### src/rtl/fdc_pkg.sv
package fdc_pkg;
    typedef enum logic {
        DOR_HELD = 1'b0,
        DOR_RUN  = 1'b1
    } dor_state_e;

    localparam int DOR_OFFSET = 2;
    localparam int TDR_OFFSET = 3;
    localparam int SWRST_BIT  = 2;
    localparam int DMA_BIT    = 3;
    localparam int MOTOR_LSB  = 4;
endpackage

### src/rtl/fdc_dor_reg.sv
module fdc_dor_reg
    import fdc_pkg::*;
(
    input  logic       clk,
    input  logic       rst_n,
    input  logic       wr,
    input  logic [7:0] wdata,
    output logic [7:0] dor_q
);
    dor_state_e state_q, state_d;
    logic [4:0] hi_q;
    logic [1:0] lo_q;

    always_comb begin
        state_d = state_q;
        if (wr) begin
            unique case (state_q)
                DOR_HELD: state_d = wdata[SWRST_BIT] ? DOR_RUN : DOR_HELD;
                DOR_RUN:  state_d = wdata[SWRST_BIT] ? DOR_RUN : DOR_HELD;
                default:  state_d = DOR_HELD;
            endcase
        end
    end

    always_ff @(posedge clk or negedge rst_n) begin
        if (!rst_n) begin
            state_q <= DOR_HELD;
            hi_q    <= '0;
            lo_q    <= '0;
        end else begin
            state_q <= state_d;
            if (wr) begin
                if (wdata[SWRST_BIT]) begin
                    hi_q <= wdata[7:3];
                    lo_q <= wdata[1:0];
                end else begin
                    hi_q <= '0;
                    lo_q <= '0;
                end
            end
        end
    end

    always_comb begin
        dor_q = {hi_q, (state_q == DOR_RUN), lo_q};
    end

    assert_swrst_clears_R7: assert property (@(posedge clk) disable iff (!rst_n)
        (wr && !wdata[SWRST_BIT]) |=> (dor_q == 8'h00));

    assert_load_byte_R2: assert property (@(posedge clk) disable iff (!rst_n)
        (wr && wdata[SWRST_BIT]) |=> (dor_q == $past(wdata)));

    assert_hold_R9: assert property (@(posedge clk) disable iff (!rst_n)
        !wr |=> $stable(dor_q));
endmodule

### src/rtl/fdc_tape_reg.sv
module fdc_tape_reg #(
    parameter int SEL_W = 2
) (
    input  logic             clk,
    input  logic             rst_n,
    input  logic             wr,
    input  logic [SEL_W-1:0] wsel,
    output logic [SEL_W-1:0] tape_q
);
    always_ff @(posedge clk or negedge rst_n) begin
        if (!rst_n)  tape_q <= '0;
        else if (wr) tape_q <= wsel;
    end

    assert_tape_kept_R7: assert property (@(posedge clk) disable iff (!rst_n)
        !wr |=> $stable(tape_q));
endmodule

### src/rtl/fdc_drive_decode.sv
module fdc_drive_decode #(
    parameter int NUM_DRIVES = 2,
    parameter int SEL_W      = 2
) (
    input  logic [SEL_W-1:0]      sel,
    input  logic [NUM_DRIVES-1:0] motor,
    output logic [NUM_DRIVES-1:0] mtr_n,
    output logic [NUM_DRIVES-1:0] ds_n
);
    for (genvar i = 0; i < NUM_DRIVES; i++) begin : g_drive
        always_comb begin
            mtr_n[i] = ~motor[i];
            ds_n[i]  = ~((sel == SEL_W'(i)) && motor[i]);
        end
    end

    always_comb begin
        assert_ds_onehot_R4: assert ($onehot0(~ds_n));
        for (int k = 0; k < NUM_DRIVES; k++) begin
            assert_ds_needs_motor_R4: assert (ds_n[k] || !mtr_n[k]);
        end
    end
endmodule

### src/rtl/fdc_ctrl_decode.sv
module fdc_ctrl_decode
    import fdc_pkg::*;
#(
    parameter int              ADDR_W     = 12,
    parameter logic [11:0]     BASE       = 12'h3F0,
    parameter int              NUM_DRIVES = 2,
    parameter int              SEL_W      = 2
) (
    input  logic              clk,
    input  logic              rst_n,
    input  logic              mode_ps2,
    input  logic [ADDR_W-1:0] addr,
    input  logic              wr_en,
    input  logic [7:0]        wdata,
    output logic [7:0]        rd_data,
    output logic [7:0]        rd_oe,
    output logic [1:0]        mtr_n,
    output logic [1:0]        ds_n,
    output logic              dma_irq_en,
    output logic [1:0]        tape_sel
);
    localparam logic [ADDR_W-1:0] DOR_ADDR = ADDR_W'(BASE) + ADDR_W'(DOR_OFFSET);
    localparam logic [ADDR_W-1:0] TDR_ADDR = ADDR_W'(BASE) + ADDR_W'(TDR_OFFSET);
    localparam logic [7:0]        TDR_OE   = 8'((1 << SEL_W) - 1);

    logic             dor_hit, tdr_hit;
    logic [7:0]       dor_q;
    logic [SEL_W-1:0] tape_q;

    always_comb begin
        dor_hit = (addr == DOR_ADDR);
        tdr_hit = (addr == TDR_ADDR);
    end

    fdc_dor_reg u_dor (
        .clk   (clk),
        .rst_n (rst_n),
        .wr    (wr_en && dor_hit),
        .wdata (wdata),
        .dor_q (dor_q)
    );

    fdc_tape_reg #(.SEL_W(SEL_W)) u_tape (
        .clk    (clk),
        .rst_n  (rst_n),
        .wr     (wr_en && tdr_hit),
        .wsel   (wdata[SEL_W-1:0]),
        .tape_q (tape_q)
    );

    fdc_drive_decode #(.NUM_DRIVES(NUM_DRIVES), .SEL_W(SEL_W)) u_dec (
        .sel   (dor_q[SEL_W-1:0]),
        .motor (dor_q[MOTOR_LSB +: NUM_DRIVES]),
        .mtr_n (mtr_n),
        .ds_n  (ds_n)
    );

    always_comb begin
        dma_irq_en = mode_ps2 | dor_q[DMA_BIT];
        tape_sel   = tape_q;
        rd_data    = 8'h00;
        rd_oe      = 8'h00;
        if (dor_hit) begin
            rd_data = dor_q;
            rd_oe   = 8'hFF;
        end else if (tdr_hit) begin
            rd_data = 8'(tape_q);
            rd_oe   = TDR_OE;
        end
    end

    assert_ps2_dma_R6: assert property (@(posedge clk) disable iff (!rst_n)
        mode_ps2 |-> dma_irq_en);

    assert_tdr_upper_undriven_R8: assert property (@(posedge clk) disable iff (!rst_n)
        tdr_hit |-> (rd_oe == 8'h03 && rd_data[7:2] == 6'b0));

    assert_other_write_keeps_tape_R9: assert property (@(posedge clk) disable iff (!rst_n)
        (wr_en && !tdr_hit) |=> $stable(tape_sel));
endmodule

### config.mk
export PLATFORM = sky130hd
export DESIGN_NAME = fdc_ctrl_decode
export DESIGN_NICKNAME = d
export VERILOG_FILES = /design/src/rtl/fdc_pkg.sv /design/src/rtl/fdc_dor_reg.sv /design/src/rtl/fdc_tape_reg.sv /design/src/rtl/fdc_drive_decode.sv /design/src/rtl/fdc_ctrl_decode.sv
export SDC_FILE = /design/constraint.sdc
export NUM_CORES = 1
export LEC_CHECK = 0
export BUFFER_PORTS_ARGS = -buffer_cell sky130_fd_sc_hd__buf_2
export CORE_MARGIN = 8
export CORE_UTILIZATION = 40
export CTS_BUF_LIST = sky130_fd_sc_hd__clkbuf_16
export DETAILED_ROUTE_END_ITERATION = 10
export PLACE_DENSITY = 0.8
export SYNTH_ARGS = -nofsm -noshare
export SYNTH_HDL_FRONTEND = slang
export SYNTH_HIERARCHICAL = 1
export SYNTH_SLANG_ARGS = --single-unit
### constraint.sdc
create_clock -name clk -period 3 [get_ports clk]
set_input_delay 0.15 -clock clk [delete_from_list [all_inputs] [get_ports clk]]
set_output_delay 0.15 -clock clk [all_outputs]
set_load 0.01 [all_outputs]
==> summary.md <==
| Metric | Value |
|---|---|
| Status | complete, no violations |
| Ant diodes | 0 |
| Min Tclk post-route | around 1700 ps |
| Post-synth EDFFs | 0 |
| GRT Total Usage | 0.1069 |
| Hold Crit Start | wdata[3] |
| WHS Endpoint | u_dor/hi_q[0] |
| Synth Instances | between 70 and 80 |
| Fill cell count | ~160 |
| Post-DR vias/cell | around 4.7 |
| Clk root buf | clkbuf_16 |
| Starting Density | 0.4210 |
| Clock Latency Late Sink | ~230 ps |
| Gp weighted congestion | between 0.7 and 0.8 |
| Slowest stage delay, CP | ~670 ps |
| Clock sinks | 10 |
| Worst setup SP type | primary input |
| Vias | ~660 |
| Worst r2r dst | u_tape/tape_q[0] |
| Synth area leaders | dfrtp_1 (34%), nor4_2 (12%), buf_4 (8.3%) |
| HP Class | primary input to flip-flop |
| Crit path required time | roughly 2900 ps |
| Post-synth top area share | 0.3442 |
| # IOs | 47 |
| Vias in the first global route | approximately 670 |
| Input/output buffers | 46 |
| Antenna violations before repair | 0 |
| Cell area after layout | around 980 um2 |
| Multiplexer area fraction after synthesis | 0.07401 |
| Pre-antenna DRT Iters | 3 |
| DP Area | approximately 900 um2 |
| Pleak | around 0.00057 uW |
| Post-Syn Area | 726.9 um2 |
| Ys async rst share | 1.000 |
| Synthesized-area fraction occupied by adder cells | 0 |
| Final Slew Violations | 0 |
| Post-synthesis compound-gate area fraction | 0.04819 |
| WL per Instance | 13.11 um |
| Slew margin rel. | 0.5663 |
| Crit-path max FO | 8 |
| Total core area | 0.001727 mm2 |
| Synth warn | 6 |
| Die Ht | about 60 um |
| Die W | a little under 60 um |
| Fin nets | around 140 |
| Yosys cell types | 22 |
| Post-route ant nets | 0 |
| Top Family by Delay on Critical Path | simple AND/OR/NAND/NOR gates |
| Syn Area/Cell | 9.320 um2 |
| Xor and xnor area share after synthesis | 0 |
| Share of cells above drive strength 1 | 0.5431 |
| VDD IR-drop max | 0.0004044 V |
| Hold Vio Cnt, Final | 0 |
| Flops & latches, synth | 10 |
| Reg2reg setup slack | between 2000 and 2500 ps |
| Layout area overhead | 35.46% |
| CTS HTree Levels | 1 |
| Area leader, netlist | dfrtp_1 |
| Sequential area share after synthesis | 0.3442 |
| DP HPWL | about 1600 um |
| Most frequent CP cell | buf_2 |
| CP Data Arrival Time | 1580 ps |
| CP cell instances | buf_2 > or4bb_1 > nor3_1 > buf_2 |
| Worst-Margin Slew | 648.5 ps |
| Global-route wire length before repair | between 2000 and 3000 um |
| CTS Buf Count | 3 |
| Main combinational cell family by area after synthesis | simple AND/OR/NAND/NOR gates |
| Clock Tree Buf Depth | 2 |
| Max Fclk | around 580 MHz |
| Site Rows | 15 |
| Worst Setup End Kind | output port |
| Post-synthesis simple-gate area fraction | 0.3184 |
| CTS tree | yes |
| CP bufs+invs | 2 |
| Post-synth top flop | dfrtp_1 |
| Detailed Route WL | 1849 um |
| Slowest library cell on the worst path | or4bb_1 |
| Setup TNS | 0 ps |
| Worst hold slack | 156.3 ps |
| Cell Pwr Density | just over 400 mW/mm2 |
| Crit share post-route | 0.5763 |
| Post-Syn Nets | 102 |
| Post-route DRC violation count | 0 |
| Max Cap Viol | 0 |
| Setup CP Type | primary input to output port |
| DRT iter0 DRCs | 8 |
| Worst Skew | 0 ps |
| Hold path depth | 3 |
| Global route overflow | 0 |
| Worst R2R Start | u_tape/tape_q[0] |
| Reg2reg path depth | 1 |
| DIE AREA | 0.003437 mm2 |
| Most frequent cell after synthesis | inv_1 |
| Clock transition at the registers of the reported paths | approximately 40 ps |
| Commonest cells in the netlist | inv_1 (16), dfrtp_1 (10), buf_4 (8) |
| Largest net degree at the start of global routing | 16 |
| Unrepaired setup endpoints after global routing | false |
| # setup viols final | 0 |
[where the power goes]
group / internal, uW / leakage (uW) / switching [uW]
Clock: 172 / 0.0000370 / 55.3
Sequential: 137 / 0.000103 / 0.772
Combinational: 15.8 / 0.000428 / 17.5
Total: 325 / 0.000568 / 73.6
[state kept, by name, indices dropped and copies added (netlist names)]
| signal | cells |
|---|---|
| u_dor/hi_q | 5 |
| u_dor/lo_q | 2 |
| u_tape/tape_q | 2 |
| u_dor/state_q | 1 |
[kinds of logic after synthesis]
logic type             after synthesis
flip-flops                          10
AND/OR/NAND/NOR                     27
multiplexers                         5
AO/OA/AOI/OAI                        7
buffers and inverters               29
[through the flow]
step,util,std cells,setup slack [ps],total power (uW)
floorplan,-,78,1173,152.3
global placement,0.5210,137,1140,170.5
detailed placement,0.5210,137,1104,171.7
CTS,0.5703,141,1257,402.0
global route,0.5703,141,1054,412.3
finish,0.5703,141,1271,398.1
[cell usage in the layout, fill, tap and decap left out, drive strengths merged]
cell,netlist,final
inv,16,16
nand3b,2,2
or3b,1,1
or4b,1,1
dlygate4sd3,0,1
o21ai,7,7
nand2,1,1
mux2i,2,2
mux2,3,3
or2,1,1
dfrtp,10,10
nor4,10,10
or4bb,1,1
nand3,7,7
nor3,2,2
clkbuf,1,3
nand4,1,1
buf,12,47
[timing repair]
item / CTS / global route
hold endpoints to repair: 10 / 0
hold buffers: 1 / 0
buffers inserted: 0 / 0
resized for setup: 0 / 0
setup endpoints to repair: 0 / 0
[routing by layer]
metal,share of wire,vias to the layer above,track usage,wire [um]
met5,0,-,0,0
met3,0.094,3,0.04565,173
met1,0.40,290,0.1163,747
met2,0.49,29,0.1764,903
li1,-,334,-,-
met4,0.013,0,0.04778,24
[layout make-up]
class	instances	area [um2]	area share
Clock buffer	3	75.07	0.07624
Multi-Input combinational cell	39	320.3	0.3253
Sequential cell	10	250.2	0.2541
Timing Repair Buffer	48	247.7	0.2516
Inverter	16	60.06	0.06099
Tap cell	25	31.28	0.03177
[worst max path at each step]
stage               slack (ps)    start  cells after the start          endpoint
global route              1050  addr[5]                      4          rd_oe[3]
CTS                       1260  addr[0]                      4          rd_oe[3]
detailed placement        1100  addr[5]                      4  u_tape/tape_q[0]
floorplan                 1170  addr[2]                      4     u_dor/state_q
global placement          1140  addr[2]                      5     u_dor/state_q
finish                    1270  addr[0]                      4          rd_oe[6]
Note: power is estimated with default switching activity, not from simulation.
